--- config.mk ---
export PLATFORM = sky130hd
export DESIGN_NAME = smbus_blkbuf
export DESIGN_NICKNAME = d
export VERILOG_FILES = /design/src/rtl/sbb_pkg.sv /design/src/rtl/sbb_index.sv /design/src/rtl/sbb_store.sv /design/src/rtl/sbb_length.sv /design/src/rtl/smbus_blkbuf.sv
export SDC_FILE = /design/constraint.sdc
export NUM_CORES = 1
export LEC_CHECK = 0
export ABC_CLOCK_PERIOD_IN_PS = 2100
export BUFFER_PORTS_ARGS = -buffer_cell sky130_fd_sc_hd__clkbuf_2
export CAP_MARGIN = 20
export CORE_MARGIN = 1
export CORE_UTILIZATION = 50
export CTS_CLUSTER_DIAMETER = 60
export DETAILED_ROUTE_END_ITERATION = 10
export PLACE_DENSITY = 0.7
export REMOVE_ABC_BUFFERS = 1
export SYNTH_ARGS = -nofsm -noshare
export SYNTH_HDL_FRONTEND = slang
export SYNTH_HIERARCHICAL = 1
export SYNTH_SLANG_ARGS = --single-unit
--- constraint.sdc ---
create_clock -name clk -period 2.1 [get_ports clk]
set_input_delay 0 -clock clk [delete_from_list [all_inputs] [get_ports clk]]
set_output_delay 0 -clock clk [all_outputs]
set_load 0.05 [all_outputs]
--- src/rtl/sbb_pkg.sv ---
package sbb_pkg;
  localparam int unsigned SBB_DEPTH = 32;
  localparam int unsigned SBB_DW    = 8;
endpackage

--- src/rtl/sbb_index.sv ---
module sbb_index #(
  parameter int unsigned DEPTH = 32,
  parameter int unsigned IW    = $clog2(DEPTH + 1)
) (
  input  logic          clk,
  input  logic          rst_n,
  input  logic          clr,
  input  logic          adv,
  output logic [IW-1:0] idx
);
  localparam logic [IW-1:0] LIMIT = IW'(DEPTH);

  // saturating pointer: stops at DEPTH, clear has priority
  always_ff @(posedge clk or negedge rst_n) begin
    if (!rst_n)                   idx <= '0;
    else if (clr)                 idx <= '0;
    else if (adv && idx < LIMIT)  idx <= idx + 1'b1;
  end
endmodule

--- src/rtl/sbb_store.sv ---
module sbb_store #(
  parameter int unsigned DEPTH = 32,
  parameter int unsigned DW    = 8,
  parameter int unsigned AW    = $clog2(DEPTH)
) (
  input  logic          clk,
  input  logic          rst_n,
  input  logic          we_a,
  input  logic [AW-1:0] addr_a,
  input  logic [DW-1:0] d_a,
  output logic [DW-1:0] q_a,
  input  logic          we_b,
  input  logic [AW-1:0] addr_b,
  input  logic [DW-1:0] d_b,
  output logic [DW-1:0] q_b
);
  logic [DW-1:0] mem [DEPTH];

  // one flop row per entry; port b (engine) wins a same-entry collision
  for (genvar e = 0; e < DEPTH; e++) begin : g_ent
    always_ff @(posedge clk or negedge rst_n) begin
      if (!rst_n)                              mem[e] <= '0;
      else if (we_b && addr_b == AW'(e))       mem[e] <= d_b;
      else if (we_a && addr_a == AW'(e))       mem[e] <= d_a;
    end
  end

  assign q_a = mem[addr_a];
  assign q_b = mem[addr_b];
endmodule

--- src/rtl/sbb_length.sv ---
module sbb_length #(
  parameter int unsigned DEPTH = 32,
  parameter int unsigned DW    = 8
) (
  input  logic          clk,
  input  logic          rst_n,
  input  logic          sw_wr,
  input  logic [DW-1:0] sw_d,
  input  logic          eng_ld,
  input  logic [DW-1:0] eng_d,
  input  logic          clr_err,
  output logic [DW-1:0] len_q,
  output logic          err_q
);
  localparam logic [DW-1:0] LIMIT = DW'(DEPTH);
  logic bad;

  assign bad = eng_ld && (eng_d == '0 || eng_d > LIMIT);

  always_ff @(posedge clk or negedge rst_n) begin
    if (!rst_n)      len_q <= '0;
    else if (eng_ld) len_q <= eng_d;
    else if (sw_wr)  len_q <= sw_d;
  end

  // a new violation in the clearing cycle still sets the flag
  always_ff @(posedge clk or negedge rst_n) begin
    if (!rst_n)       err_q <= 1'b0;
    else if (bad)     err_q <= 1'b1;
    else if (clr_err) err_q <= 1'b0;
  end
endmodule

--- src/rtl/smbus_blkbuf.sv ---
module smbus_blkbuf
  import sbb_pkg::*;
#(
  parameter int unsigned DEPTH = SBB_DEPTH,
  parameter int unsigned DW    = SBB_DW
) (
  input  logic          clk,
  input  logic          rst_n,
  input  logic          buf_en,
  input  logic          sw_ctrl_rd,
  input  logic          sw_wr,
  input  logic [DW-1:0] sw_wdata,
  input  logic          sw_rd,
  output logic [DW-1:0] sw_rd_data,
  input  logic          sw_len_wr,
  input  logic [DW-1:0] sw_len_data,
  input  logic          eng_start,
  input  logic          eng_len_valid,
  input  logic [DW-1:0] eng_len_data,
  output logic [DW-1:0] len,
  output logic          len_err,
  output logic          tx_valid,
  input  logic          tx_ready,
  output logic [DW-1:0] tx_data,
  input  logic          rx_valid,
  output logic          rx_ready,
  input  logic [DW-1:0] rx_data
);
  localparam int unsigned IW = $clog2(DEPTH + 1);
  localparam int unsigned AW = $clog2(DEPTH);
  localparam logic [IW-1:0] LIMIT = IW'(DEPTH);

  logic [IW-1:0] sw_idx, eng_idx;
  logic [AW-1:0] sw_addr, eng_addr;
  logic [DW-1:0] q_sw, q_eng;
  logic          sw_at_end, eng_at_end, sw_we, sw_adv;
  logic          tx_fire, rx_fire, eng_adv, len_ok;

  assign sw_at_end  = (sw_idx == LIMIT);
  assign eng_at_end = (eng_idx == LIMIT);

  // byte mode pins both ports to entry 0
  assign sw_addr  = buf_en ? sw_idx[AW-1:0]  : '0;
  assign eng_addr = buf_en ? eng_idx[AW-1:0] : '0;

  assign sw_we  = sw_wr && !(buf_en && sw_at_end);
  assign sw_adv = buf_en && (sw_wr || sw_rd);

  assign len_ok   = (len != '0) && (int'(len) <= int'(DEPTH));
  assign tx_valid = buf_en ? (len_ok && int'(eng_idx) < int'(len)) : 1'b1;
  assign rx_ready = buf_en ? !eng_at_end : 1'b1;
  assign tx_fire  = tx_valid && tx_ready;
  assign rx_fire  = rx_valid && rx_ready;
  assign eng_adv  = buf_en && (tx_fire || rx_fire);

  assign sw_rd_data = (buf_en && sw_at_end) ? '0 : q_sw;
  assign tx_data    = q_eng;

  sbb_index #(.DEPTH(DEPTH), .IW(IW)) u_sw_ptr (
    .clk(clk), .rst_n(rst_n), .clr(sw_ctrl_rd), .adv(sw_adv), .idx(sw_idx)
  );

  sbb_index #(.DEPTH(DEPTH), .IW(IW)) u_eng_ptr (
    .clk(clk), .rst_n(rst_n), .clr(eng_start), .adv(eng_adv), .idx(eng_idx)
  );

  sbb_store #(.DEPTH(DEPTH), .DW(DW), .AW(AW)) u_store (
    .clk(clk), .rst_n(rst_n),
    .we_a(sw_we), .addr_a(sw_addr), .d_a(sw_wdata), .q_a(q_sw),
    .we_b(rx_fire), .addr_b(eng_addr), .d_b(rx_data), .q_b(q_eng)
  );

  sbb_length #(.DEPTH(DEPTH), .DW(DW)) u_len (
    .clk(clk), .rst_n(rst_n),
    .sw_wr(sw_len_wr), .sw_d(sw_len_data),
    .eng_ld(eng_len_valid), .eng_d(eng_len_data),
    .clr_err(sw_ctrl_rd), .len_q(len), .err_q(len_err)
  );
endmodule

## Yosys cells after proc, flatten, opt, wreduce, memory -nomap -nowiden

Index checks and enable logic that the tools add are counted.

- Bits in registers: 277
- Logic and storage cells: 314
- Input port bits: 43
- Output and inout port bits: 27

- $lt $le $gt $ge: 7
- Bitwise operators: 2
- Add/sub/neg operators: 2
- Reduce and logical (&&, ||, !) cells: 120
- Multiplexer cells: 83
- Equal/unequal tests: 64

Operators with widths:

| operator | number |
|---|---|
| 2-to-1 mux 8 bit | 71 |
| == test 5 bit, second input constant | 32 |
| binary-select mux 8 bit (select 5 bit) | 2 |
| == test 5 x 4 -> 1 bit, second input constant | 16 |
| logical AND 1 bit | 75 |
| nonzero test 2 bit | 36 |
| == test 5 x 3 -> 1 bit, second input constant | 8 |
| 2-to-1 mux 6 bit | 4 |
| == test 5 x 2 -> 1 bit, second input constant | 4 |
| adder 6 x 1 -> 6 bit, second input constant | 2 |
| == test 6 bit, second input constant | 2 |
| greater-or-equal comparator 6 bit, second input constant | 2 |
| less-than comparator 6 bit, second input constant | 2 |
| inverter 5 -> 6 bit | 2 |
| == test 5 x 1 -> 1 bit, second input constant | 2 |
| zero test 5 bit | 2 |
| 2-to-1 mux 5 bit | 2 |
| > comparator 8 x 6 -> 1 bit, second input constant | 1 |
| less-or-equal comparator 8 x 6 -> 1 bit, second input constant | 1 |
| zero test 8 bit | 1 |
| less-than comparator 6 x 8 -> 1 bit | 1 |
| nonzero test 8 bit | 1 |
| 2-to-1 mux 1 bit | 4 |
| logical OR 1 bit | 3 |
| zero test 1 bit | 2 |

## Longest topological paths before layout

Gate-level depths: netlist of the first run.

- Depth after elaboration: 10
- Mapped depth: 11
- Gate-level depth less buffers: 9

## Modules after synthesis

The synthesis of the first run kept the hierarchy.

Modules (own cells, without submodules):

| module | sequential area each (µm²) | area an instance (µm²) | cells each | instances |
|---|---|---|---|---|
| sbb_store | 6406.1 | 16550.9 | 1669 | 1 |
| sbb_index | 150.1 | 294.0 | 28 | 2 |
| sbb_length | 225.2 | 434.2 | 42 | 1 |
| smbus_blkbuf | 0.0 | 370.4 | 51 | 1 |

## Worst setup path after synthesis of the first run

OpenSTA, ideal clock, no wires.

- Path kind: reg-to-reg
- From: reg u_eng_ptr.idx[1]
- To: reg u_store/mem[165] in the netlist's numbering
- Buffers on the path: 2
- Clock period less this slack: 2.668 ns
- Data required time: 2.023 ns
- Stages on the path, launching flop included: 11
- Arrival: 2.591 ns
- Library setup time: 0.077 ns
- Slack: -0.568 ns
- Cells stage by stage: dfrtp_1 nor4b_2 nand3_1 and2_1 nor2b_1 and3_1 nand2b_1 clkbuf_1 clkbuf_1 nor2_1 a21oi_1

- Word-level cells in the longest chain between the ends: 6
- Elaborated cells on any way between the ends: 9
- Those cells by class: eq/ne: 2; mux: 3; reduce/logical: 4

RTL lines:

| what | RTL line | text |
|---|---|---|
| start, declared | sbb_index.sv:9 | `output logic [IW-1:0] idx` |
| start signal, assigned | sbb_index.sv:17 | `else if (adv && idx < LIMIT) idx <= idx + 1'b1;` |
| == test 6 bit * | smbus_blkbuf.sv:40 | `assign eng_at_end = (eng_idx == LIMIT);` |
| zero test 1 bit * | smbus_blkbuf.sv:51 | `assign rx_ready = buf_en ? !eng_at_end : 1'b1;` |
| 2-to-1 mux 1 bit * | smbus_blkbuf.sv:51 |  |
| net rx_ready | smbus_blkbuf.sv:26 | `output logic rx_ready,` |
| logical AND 1 bit * | smbus_blkbuf.sv:53 | `assign rx_fire = rx_valid && rx_ready;` |
| net rx_fire | smbus_blkbuf.sv:37 | `logic tx_fire, rx_fire, eng_adv, len_ok;` |
| logical AND 1 bit * | sbb_store.sv:23 | `else if (we_b && addr_b == AW'(e)) mem[e] <= d_b;` |
| 2-to-1 mux 8 bit or nonzero test 2 bit (tied branches) | -- |  |
| end signal, assigned by index | sbb_store.sv:22 | `if (!rst_n) mem[e] <= '0;` |
| end signal, assigned by index | sbb_store.sv:23 |  |
| end signal, assigned by index | sbb_store.sv:24 | `else if (we_a && addr_a == AW'(e)) mem[e] <= d_a;` |
| end, declared | sbb_store.sv:17 | `logic [DW-1:0] mem [DEPTH];` |

The timed path passes the listed nets; every way through them passes the cells marked *.
A chain may end at the register's enable or synchronous reset.

## Worst setup path after layout of the first run

- From: reg u_sw_ptr.idx[1]
- To: out sw_rd_data[2]

- Word-level cells in the longest chain between the ends: 6
- Elaborated cells on any way between the ends: 8
- Those cells by class: eq/ne: 1; mux: 5; bitwise: 1; reduce/logical: 1

RTL lines:

| what | RTL line | text |
|---|---|---|
| start, declared | sbb_index.sv:9 |  |
| start signal, assigned | sbb_index.sv:17 |  |
| 2-to-1 mux 5 bit | smbus_blkbuf.sv:43 | `assign sw_addr = buf_en ? sw_idx[AW-1:0] : '0;` |
| net sw_addr[1] | smbus_blkbuf.sv:34 | `logic [AW-1:0] sw_addr, eng_addr;` |
| inverter 5 -> 6 bit (implied by the code) | sbb_store.sv:28 | `assign q_a = mem[addr_a];` |
| binary-select mux 8 bit (select 5 bit) | sbb_store.sv:28 |  |
| 2-to-1 mux 8 bit (implied by the code) (2 in series) | sbb_store.sv:28 |  |
| net q_sw[2] | smbus_blkbuf.sv:35 | `logic [DW-1:0] q_sw, q_eng;` |
| 2-to-1 mux 8 bit | smbus_blkbuf.sv:56 | `assign sw_rd_data = (buf_en && sw_at_end) ? '0 : q_sw;` |
| end, declared | smbus_blkbuf.sv:14 | `output logic [DW-1:0] sw_rd_data,` |

The timed path passes the listed nets, and every way through them passes these cells. The select of a mux whose other input is x is not followed.

==> results of run 1 <==
[logic make-up after synthesis]
family / after synthesis
AO/OA/AOI/OAI: 387
XOR/XNOR: 3
adder cells (fa/ha/maj): 7
buffers and inverters: 163
flip-flops: 277
multiplexers: 456
AND/OR/NAND/NOR: 525
[cell usage after synthesis, types with 8 or more instances]
| master | count | share of area |
|---|---|---|
| mux2i_1 | 345 | 0.19 |
| dfrtp_1 | 277 | 0.39 |
| nor2_1 | 241 | 0.050 |
| a21oi_1 | 195 | 0.054 |
| nand2_1 | 167 | 0.035 |
| clkbuf_1 | 95 | 0.020 |
| o21ai_0 | 91 | 0.025 |
| mux4_2 | 81 | 0.10 |
| buf_2 | 40 | 0.011 |
| mux2_2 | 30 | 0.019 |
| and2_1 | 22 | 0.0077 |
| nand3_1 | 18 | 0.0050 |
| o22a_1 | 18 | 0.0088 |
| nor2b_1 | 14 | 0.0049 |
| nand2b_1 | 13 | 0.0045 |
| o221ai_1 | 13 | 0.0063 |
| a22oi_1 | 11 | 0.0046 |
| o21ai_1 | 11 | 0.0031 |
| buf_1 | 9 | 0.0019 |
| inv_1 | 8 | 0.0017 |
| nor2_2 | 8 | 0.0028 |
[power groups by stage]
stage / Sequential (mW) / Combinational, mW / Clock (mW)
finish: 5.78 / 2.81 / 6.45
global route: 5.78 / 2.91 / 6.68
CTS: 5.75 / 2.54 / 6.46
detailed placement: 5.83 / 2.11 / 0
global placement: 5.82 / 2.07 / 0
floorplan: 5.82 / 0.998 / 0
[metrics by stage]
stage	TNS (ns)	setup WS [ns]	std cells
2_1_floorplan	-587.77	-2.63	1663
3_3_place_gp	-28.12	-0.680	2474
3_5_place_dp	-38.95	-0.748	2474
4_1_cts	-19.47	-0.784	2620
5_1_grt	-125.17	-0.955	2645
6_report	-109.63	-0.929	2645
[registers in the layout, summed over array words and instances, names as in the netlist]
name           flops
u_store/mem      256
u_eng_ptr/idx      6
u_sw_ptr/idx       6
u_len/err_q        1
u_len/len_q        8
[area by class of cell]
class                           instances  area [µm²]  area share
Clock inverter                         15         185     0.00740
Timing Repair Buffer                  450        4730       0.189
Multi-Input combinational cell       1384       11500       0.461
Tap cell                              461         577      0.0230
Sequential cell                       277        6930       0.277
Inverter                                8        30.0     0.00120
Clock buffer                           50        1050      0.0418
[timing repair]
action	4_1_cts	5_1_grt
gates resized for setup	285	194
buffers inserted	37	30
setup endpoints to repair	256	280
gates cloned	19	6
pin swaps	51	72
hold buffers	34	0
hold endpoints to repair	320	0
[per-layer routing]
metal,global-route usage,vias to the layer above
met3,0.106,371
met2,0.599,1391
met1,0.497,8611
li1,-,7286
met5,0,-
met4,0.256,2
[worst register-to-register path: cells and delay by family, from the launching register on]
family                 cells  cell delay (ns)
AO/OA/AOI/OAI              1             0.14
buffers and inverters      8             1.00
flip-flops                 1             0.46
AND/OR/NAND/NOR            6             0.98
[worst max-delay path by stage]
| stage | from | endpoint | slack (ns) | cells after the start |
|---|---|---|---|---|
| floorplan | u_eng_ptr/idx[1] | tx_data[0] | -2.63 | 5 |
| global placement | u_sw_ptr/idx[1] | sw_rd_data[4] | -0.68 | 9 |
| detailed placement | u_sw_ptr/idx[1] | sw_rd_data[4] | -0.75 | 9 |
| CTS | u_sw_ptr/idx[1] | sw_rd_data[2] | -0.78 | 11 |
| global route | u_sw_ptr/idx[1] | sw_rd_data[2] | -0.95 | 11 |
| finish | u_sw_ptr/idx[1] | sw_rd_data[2] | -0.93 | 11 |
[cells in the final DEF, fill, tap and decap left out, drive strengths merged, types with 4 or more instances in the layout]
cell type	count
o221ai	13
o21a	5
inv	11
dfrtp	277
o22a	18
o22ai	6
nand3	20
nand4	6
nand2	168
or2	8
o211ai	5
nor2	256
clkinv	7
clkbuf	109
nor2b	14
a2111oi	4
a21o	4
mux4	81
and2	26
mux2i	345
mux2	30
ha	7
a31oi	5
nand2b	15
o221a	4
a22oi	11
dlygate4sd3	34
a21oi	195
o21ai	102
buf	356
==> results.md, run 1 <==
Outcome:
- The flow ran to the end, but the final reports show violations.
- The checks that failed: negative setup slack.

Cells and area:
- The layout overhead on the synthesized area is 39.6%.
- The proportion of layout cells with a drive suffix above 1 is 0.373.
- The net count reported at finish is 2207.
- After routing the design area is 0.0250 mm².
- The final antenna diode count is 0.
- For this run, the share of the core covered by cells in the final layout is 0.706.
- Fill cells in the final layout number 2355.

Worst setup path:
- The critical path's top delay family is simple AND/OR/NAND/NOR gates.
- The startpoint of the most critical register-to-register path is u_eng_ptr/idx[0].
- Among the stages of the critical path, the cell type that occurs most often is buf_12.
- Data on the critical path is required at its endpoint by around 2.1 ns.
- By startpoint and endpoint, the worst setup path is classified as reg -> out.
- The setup check on the worst reg-to-reg path leaves a slack of -0.56 ns.
- Along the worst path, the maximum fanout reaches 7.
- STA classifies the critical path endpoint as an output pin.
- The critical path goes through and2_4, buf_12, buf_12, buf_12, mux4_2, nor2_2, nor2_2, o22ai_1, nor2_1, and2_4, buf_8.
- The slowest stage of the critical path is the mux4_2 cell.
- In this design, the stage delay of the slowest critical-path cell is 0.59 ns.
- STA puts the critical path data arrival time at 3.03 ns.
- Counting both buffers and inverters, the worst setup path holds a total of 4.
- The startpoint kind of the worst setup timing path is a flop.
- The worst register-to-register path has a depth of 15.
- The reg-to-reg endpoint is u_store/mem[157].

Timing:
- Dividing the final minimum period by the clock period gives 1.44.
- The slew at the pin closest to its max-slew limit is 1.00 ns.
- The time the final worst path needs with I/O delays and setup is 3.03 ns.
- Once routing completed, OpenROAD measured the worst setup slack at -0.929 ns.
- Setup repair after global routing could not meet its margin everywhere.
- Timing would allow up to 330 MHz.
- Setup violations remaining at the end of the flow were counted as 280.
- The final-report max-slew violation count is 0.
- The normalized max-slew margin is 0.331.
- The maximum clock skew at final layout is 0.0214 ns.
- On the final layout, the worst hold slack is around 0.011 ns.
- The number of failing hold endpoints at the final stage is 0.

Placed design:
- After detailed placement, the total cell area comes to 0.0210 mm².
- Input and output buffers added on the ports amount to 69.
- The half-perimeter wire length after detailed placement is 44800 µm.
- Routability-driven placement finished with a final weighted congestion of 1.02.

Global routing:
- The via count of the first global-routing pass is 17427.
- The number of antenna violations at the first check in global routing is 0.
- The first global-routing pass estimated 107000 µm of wire.
- The aggregate global-route resource usage is 0.395.
- The maximum number of pins on one net before global-route repair is just under 80.
- Summed over all layers, the global routing overflow is 0.

Synthesis:
- In the synthesized netlist the async set-or-reset flop fraction comes to 1.00.
- The average instance in the mapped netlist occupies 9.87 µm².
- For this run, the register share of the synthesized area comes to 0.386.
- In this run the cell area of the synthesized design comes to about 0.018 mm².
- The compound-cell area share of the yosys netlist is 0.126.
- In this run, synthesis inferred 0 flip-flops with an integrated enable.
- The most common flop cell mapped by yosys is dfrtp_1.
- The synthesized design contains 277 register bits.
- The adder-cell share of the synthesized area is 0.00488.
- The dominant combinational cell family by area after synthesis is multiplexers.
- The number of instances in the synthesized netlist is 1818.
- Yosys printed 6 warnings.
- Of the total synthesized cell area, the portion taken by AND, OR, NAND and NOR gates is 0.129.
- Measured against the total synthesized area, the mux share comes to 0.313.
- The post-synthesis cell type count is 60.
- The xor/xnor share of the synthesized area is 0.00146.

Clocking:
- The clock net in this run drives a total of 277 sinks.
- The H-tree generated during clock tree synthesis spans 2 levels.
- The number of buffers created by CTS is 36.
- At the later pin of the worst-skew pair, clock insertion delay measures approximately 0.56 ns.
- The tree is rooted in a clkbuf_16.
- After clock tree synthesis, the clock-pin slew on the worst setup and hold paths is 0.06 ns.
- The maximum root-to-sink buffer count is 3.
- The clock tree from TritonCTS is built.

Drt:
- The violation count after the first detailed-routing iteration is 2360.
- The amount of wire on met2 after detailed routing is 33300 µm.
- In the routed design, unresolved DRC markers number 0.
- After detailed routing, the average wire length per cell comes to 28.2 µm.
- The detailed router put a total of 26900 µm of wire on met1.
- Detailed routing placed a total of ~9000 µm of wire on met3.
- The routed design has 74500 µm of wire.
- Using the TritonRoute via totals, the vias-per-cell ratio works out to 6.68.
- Detailed routing inserted a total of 17661 vias.
- The detailed router used layers up to and including met5.
- The final antenna-violating net count is 0.
- Before antenna repair, the detailed router went through 6 iterations.

Hold path:
- The launch point of the worst hold path is rx_data[5].
- The path with the worst hold slack has its endpoint at u_store/mem[109].
- The min-delay analysis places its worst path in the category in -> reg.
- The worst hold path stage count is 4.

Floorplanning:
- The count of boundary I/O pins is 70.
- The die width is 191 µm.
- The standard-cell row count is 69.
- The floorplan step defined a core boundary enclosing ~0.035 mm².
- The initial standard-cell utilization of the core is 0.506.
- The floorplan step defined a die boundary enclosing 0.0366 mm².
- The die boundary height is 191 µm.

Pwr:
- Of the total power, combinational logic draws 0.187.
- The clock share of power is 0.429.
- The power density relative to cell area is 601 mW/mm².
- The maximum VDD drop is 750 µV.
- Overall power consumption after layout is estimated at 15.0 mW.
- Summed over all nets, the switching power comes to 4.39 mW.
- Of the total power, registers draw 0.384.
- In this run the static leakage power is 11.2 nW.
- The switching share of power is 0.292.
- The internal power component is around 11 mW.

Job:
- Across the run, the number of max-cap violations was 0.
(Power assumes the default switching activity.)
==> run 2, diff against run 1 <==
- CORE_UTILIZATION: 50 -> 33
- PLACE_DENSITY: 0.7 -> 0.51
==> results.md, run 2 (synthesis results as in run 1) <==
Cells and area:
- The largest registers in the layout are u_store/mem (256), u_len/len_q (8).
- The proportion of layout cells with a drive suffix above 1 is 0.363 (-0.00977).
- The layout overhead on the synthesized area is 41.9%.
- The net count reported at finish came to 2226 (+0.86%).
- The final cell count without fillers was 2903 (+9.8%).
- The top cell types in the final layout, fill and taps aside, are mux2i_1 (337), dfrtp_1 (277), nor2_1 (212).
- The most common cell after layout, fill and taps aside is mux2i_1.
- The layout filler cell count is 4884 (+110%).
- The final antenna diode count was 0 (unchanged).
- The number of flip-flops under the largest register name was 256 (unchanged).
- The top register by number of flip-flops is u_store/mem.

Worst setup path:
- The worst path arrival time is 2.87 ns (-0.16 ns).
- The worst setup path is launched from a flop.
- The required time at the endpoint of the critical path is 2.10 ns (about the same).
- The worst-path maximum fanout is 5 (-2).
- The biggest cell delay along the critical path is 0.39 ns (-0.20 ns).
- The kind of end point of the critical path is an output pin.
- The worst setup path is of the reg -> out kind.
- Walking the worst path, the cells encountered are and2_4, buf_12, buf_12, buf_4, mux2i_1, buf_4, o22a_1, o221ai_2, buf_4, a21o_1, o221a_4, buf_12.
- The worst-path cell with the longest stage delay is dfrtp_1.

Timing:
- The total negative slack for setup checks came to -28.00 ns (+81.64 ns).
- Setup repair after global routing could not meet its margin everywhere.
- The total setup violations reported at the end of the flow is 215 (-23%).
- The maximum clock skew at final layout is 0.0295 ns (+0.00814 ns).
- The final-report max-slew violation count is 0 (unchanged).
- The number of failing hold endpoints at the final stage is 0 (unchanged).
- The final worst-path setup slack came to -0.771 ns (+0.158 ns).
- The final worst-path cycle share is 1.37 (-0.0751).
- The time the final worst path needs with I/O delays and setup is 2.87 ns (-0.158 ns).
- The slew at the pin closest to its max-slew limit is 1.02 ns (+0.0180 ns).
- The maximum operating frequency came to 348 MHz (+5.5%).
- The normalized max-slew margin is 0.319 (-0.0120).

Global routing:
- The maximum number of pins on one net before global-route repair is 60 (-23%).
- The first-pass GRT wire length was 106000 µm (-0.23%).
- The global-route congestion overflow total is 0 (unchanged).
- The via count of the first global-routing pass is 16196 (-7.1%).
- The aggregate global-route resource usage is 0.258 (-0.137).
- The number of antenna violations at the first check in global routing is 0 (unchanged).

Drt:
- The number of search-and-repair iterations in the first detailed-routing pass is 5 (-1).
- The number of design rule violations left after detail routing is 0 (unchanged).
- The violation count after the first detailed-routing iteration was 1412 (-40%).
- The average wire length per cell after detail routing is 25.4 µm (-9.9%).
- The met3 wire length is 4990 µm (-45%).
- The routed metal-1 wire length is 31500 µm (+17%).
- The amount of wire on met2 after detailed routing was 34700 µm (+4.3%).
- The detailed-route vias per instance came to 5.65 (-15%).
- In this run the top signal layer used is met4.
- The count of vias placed by the detailed router came to 16389 (-7.2%).
- The final antenna-violating net count was 0 (unchanged).
- The sum of routed wire length over all layers is 73700 µm (-1.1%).

Placed design:
- The total instance count after detailed placement was 2728 (+10%).
- The number of input and output port buffers inserted is 69 (unchanged).
- The half-perimeter wire length after detailed placement was 49700 µm (+11%).
- The routability-driven placement congestion ratio came to 0.928 (-9.1%).

Hold path:
- In this run the worst hold path is classified as in -> reg.

Clocking:
- The clock edge transition at the registers on the reported setup and hold paths is 0.05 ns (about the same).
- TritonCTS built the clock tree.
- The clock sink count was 277 (unchanged).
- The maximum root-to-sink buffer count was 3 (unchanged).
- The H-tree depth came to 2 (unchanged).
- The clock insertion delay at the later pin of the skew report is 0.57 ns (about the same).
- Clock tree synthesis selected as its root buffer the cell clkbuf_16.
- The number of buffers created by CTS came to 41 (+14%).

Floorplanning:
- The die boundary height was 235 µm (+23%).
- The core area is 0.0538 mm² (+52%).
- The die area is 0.0553 mm² (+51%).
- The initial standard-cell utilization of the core is 0.333 (-0.172).
- The standard-cell row count is 85 (+23%).
- The die width is 235 µm (+23%).
- The count of boundary I/O pins came to 70 (unchanged).

Job:
- The max-cap check violation count was 0 (unchanged).

Outcome:
- The checks that failed: negative setup slack.
- The flow ran to the end, but the final reports show violations.

Pwr:
- The power density relative to cell area is 613 mW/mm² (+2.1%).
- The static leakage is 11.3 nW (+0.93%).
- The maximum VDD drop is 563 µV (-25%).
run 2: cell count changes in the layout (fill, tap and decap cells not counted), sizes merged:
cell,delta
clkinvlp,+2
buf,+17
clkinv,-1
and2,-4
dlygate4sd3,+1
nor2,-1
clkbuf,+9
run 2: layout make-up:
cell class / count / area, µm² / area share
Timing Repair Buffer: 469 / 4990 / 0.196
Clock buffer: 58 / 1200 / 0.0472
Clock inverter: 16 / 194 / 0.00762
Inverter: 8 / 30.0 / 0.00118
Tap cell: 696 / 871 / 0.0342
Multi-Input combinational cell: 1379 / 11200 / 0.442
Sequential cell: 277 / 6930 / 0.272
run 2: stage by stage:
stage          setup WS (ns)  area, µm²  hold slack (ns)   util  total power [mW]
2_1_floorplan          -2.63      17300           -0.296      -              6.81
3_3_place_gp          -0.611      21600          -0.0240  0.401              8.08
3_5_place_dp          -0.601      21600          -0.0223  0.401              8.10
4_1_cts               -0.759      24500          0.00636  0.454              15.6
5_1_grt               -0.866      25500           0.0453  0.473              16.1
6_report              -0.771      25500           0.0314  0.473              15.6
run 2: worst max-delay path: cells and delay by family, from the launching register on:
family	cells	cell delay [ns]
compound gates	4	0.75
buf+inv	6	0.86
simple gates	1	0.19
mux	1	0.11
flops	1	0.39
run 2: worst paths after layout:
check | from | end | slack (ns) | depth (start not counted)
setup / recovery | u_eng_ptr/idx[1] | tx_data[7] | -0.77 | 12
hold / removal | sw_wr | u_sw_ptr/idx[0] | 0.03 | 5
setup reg to reg | u_eng_ptr/idx[1] | u_eng_ptr/idx[3] | -0.35 | 12
hold reg to reg | u_store/mem[201] | u_store/mem[201] | 0.58 | 2
max in group asynchronous | rst_n | u_store/mem[174] | 1.63 | 3
min in group asynchronous | rst_n | u_eng_ptr/idx[5] | 0.10 | 3
run 2: what timing repair did:
action / CTS / global route
hold buffers: 36 / 0
setup endpoints to repair: 277 / 274
pin swaps: 68 / 59
endpoints found under the hold margin: 367 / 0
gates resized for setup: 229 / 173
buffers inserted: 27 / 32
gates cloned: 5 / 7
run 2: per-layer routing:
layer  up-vias  global-route usage
met5         -                   0
met4         0              0.0897
li1       7295                   -
met3       145              0.0432
met1      8287               0.347
met2       662               0.418
run 2: power breakdown:
part	switching [mW]	internal, mW
registers	0.225	5.55
clock network	2.73	4.39
logic	1.52	1.20
==> run 3, diff against run 2 <==
- CTS_BUF_LIST: default -> sky130_fd_sc_hd__clkbuf_16
==> results.md, run 3 (synthesis results as in run 1) <==
Clocking:
- The number of buffers created by CTS is 41 (unchanged).
- The clock tree from TritonCTS is built.
- The H-tree depth is 2 (unchanged).
- The clock edge transition at the registers on the reported setup and hold paths is 0.05 ns (about the same).
- The clock sink count came to 277 (unchanged).
- The clock insertion delay at the later pin of the skew report is 0.57 ns (about the same).
- The clock root buffer is clkbuf_16.
- The maximum root-to-sink buffer count is 3 (unchanged).

Cells and area:
- The net count reported at finish is 2220 (-0.27%).
- The post-route core utilization is 0.469 (-0.00442).
- The proportion of layout cells with a drive suffix above 1 was 0.352 (-0.0108).
- The top register by number of flip-flops is u_store/mem.
- The final antenna diode count is 0 (unchanged).
- From synthesis to final layout, the design area changed by 40.6%.
- In the final layout, the registers with the most flip-flops are u_store/mem (256), u_len/len_q (8).
- In the layout the commonest cells are mux2i_1 (337), dfrtp_1 (277), nor2_1 (214).
- The number of flip-flops under the largest register name is 256 (unchanged).
- Leaving out fill and tap cells, the most frequent cell in the layout is mux2i_1.

Worst setup path:
- The worst-path cell with the longest stage delay is dfrtp_1.
- The biggest cell delay along the critical path is 0.38 ns (about the same).
- The worst setup path is captured at an output pin.
- The critical path launch point is u_eng_ptr/idx[1].
- The cell with the most instances on the worst path is buf_12.
- The required time at the endpoint of the critical path is 2.10 ns (about the same).
- The worst-path maximum fanout is 5 (unchanged).
- The cell depth of the worst flop-to-flop path is 13 (+1).
- The worst path arrival time is 2.87 ns (about the same).
- The startpoint of the most critical register-to-register path is u_sw_ptr/idx[1].
- The startpoint kind of the worst setup timing path is a flop.
- The signal on the critical path passes through and2_4, buf_12, buf_12, clkbuf_16, buf_4, mux4_2, nor2_1, nor2_1, o221a_4, buf_12.
- The critical path is of the reg -> out type.

Pwr:
- The power density relative to cell area is 606 mW/mm² (-1.2%).
- The static leakage is 11.2 nW (-0.59%).
- The maximum VDD drop is 523 µV (-7.2%).

Hold path:
- The launch point of the worst hold path is sw_wr.
- The path class of the tightest hold or removal check is in -> reg.
- The worst hold path stage count was 5 (unchanged).

Timing:
- The normalized max-slew margin is 0.314 (-0.00550).
- The total negative slack for setup checks was -48.34 ns (-20.35 ns).
- The maximum operating frequency is 348 MHz (about the same).
- The time the final worst path needs with I/O delays and setup came to 2.87 ns (+0.00168 ns).
- Setup repair after global routing could not meet its margin everywhere.
- The total setup violations reported at the end of the flow is 277 (+29%).
- The slew at the pin closest to its max-slew limit was 1.03 ns (+0.00825 ns).
- The final worst-path setup slack came to -0.773 ns (-0.00168 ns).
- The post-route worst hold slack is 0.0275 ns (-0.00389 ns).
- The number of failing hold endpoints at the final stage is 0 (unchanged).
- The final-report max-slew violation count was 0 (unchanged).
- The maximum clock skew at final layout is 0.0263 ns (-0.00322 ns).
- The final worst-path cycle share is 1.37 (about the same).

Placed design:
- The routability-driven placement congestion ratio is 0.928 (unchanged).
- The half-perimeter wire length after detailed placement is 49700 µm (unchanged).
- The number of input and output port buffers inserted is 69 (unchanged).

Drt:
- The number of search-and-repair iterations in the first detailed-routing pass was 6 (+1).
- The detailed-route vias per instance was 5.61 (-0.60%).
- The average wire length per cell after detail routing is 25.3 µm (-0.49%).
- The sum of routed wire length over all layers was 73200 µm (-0.70%).
- The final antenna-violating net count is 0 (unchanged).
- The violation count after the first detailed-routing iteration is 1481 (+4.9%).
- The number of design rule violations left after detail routing is 0 (unchanged).
- The count of vias placed by the detailed router is 16257 (-0.81%).

Floorplanning:
- The count of boundary I/O pins came to 70 (unchanged).
- The die width is 235 µm (unchanged).
- The die boundary height is 235 µm (unchanged).
- The core area was 0.0538 mm² (unchanged).
- The standard-cell row count came to 85 (unchanged).
- The initial standard-cell utilization of the core is 0.333 (unchanged).
- The die area is 0.0553 mm² (unchanged).

Outcome:
- The final reports fail on negative setup slack.
- The run finished, with violations left.

Global routing:
- The via count of the first global-routing pass is 16169 (-0.17%).
- The aggregate global-route resource usage came to 0.258 (about the same).
- The first-pass GRT wire length is 106000 µm (about the same).
- The maximum number of pins on one net before global-route repair is 60 (unchanged).
- The global-route congestion overflow total is 0 (unchanged).
- The number of antenna violations at the first check in global routing was 0 (unchanged).

Job:
- The max-cap check violation count is 0 (unchanged).
-- run 3: layout make-up --
cell class | count | area [µm²]
Clock inverter | 31 | 250
Multi-Input combinational cell | 1380 | 11200
Tap cell | 696 | 871
Timing Repair Buffer | 462 | 4890
Sequential cell | 277 | 6930
Fill cell | 4930 | 28600
Inverter | 8 | 30.0
Clock buffer | 43 | 1080
-- run 3: what timing repair did --
action	in CTS	in global routing
cloned	5	6
endpoints found under the hold margin	366	0
setup buffers	27	27
hold buffers	36	0
gates resized for setup	222	161
pin swaps	69	79
endpoints found under the setup margin	277	271
-- run 3: critical path: cells and delay by family (launching register included) --
family	cells	cell delay, ns
and+or+nand+nor	3	0.57
DFF	1	0.38
AOI/OAI and AO/OA	1	0.29
muxes	1	0.36
buffers and inverters	5	0.70
-- run 3: final timing paths --
check / endpoint / slack, ns
worst max-delay path: tx_data[7] / -0.77
worst min-delay path: u_sw_ptr/idx[0] / 0.03
worst max register to register: u_store/mem[152] / -0.27
worst min register to register: u_store/mem[201] / 0.58
max in group asynchronous: u_store/mem[43] / 1.65
min in group asynchronous: u_eng_ptr/idx[5] / 0.09
-- run 3: power by group --
group | total, mW | switching, mW | internal, mW
clock | 6.80 | 2.71 | 4.09
sequential | 5.77 | 0.225 | 5.55
combinational | 2.71 | 1.52 | 1.20
-- run 3: metrics by stage --
stage | total power [mW] | cells | setup slack (ns) | cell area, µm²
finish | 15.3 | 2897 | -0.773 | 25200
global route | 15.8 | 2897 | -0.864 | 25200
CTS | 15.3 | 2869 | -0.759 | 24400
floorplan | 6.81 | 1663 | -2.63 | 17300
global placement | 8.08 | 2728 | -0.611 | 21600
detailed placement | 8.10 | 2728 | -0.601 | 21600
-- run 3: per-layer routing --
layer  global-route usage  routed length, µm
met5                    0                  0
met4               0.0883               2410
met3               0.0421               4880
met2                0.419              34500
met1                0.347              31300
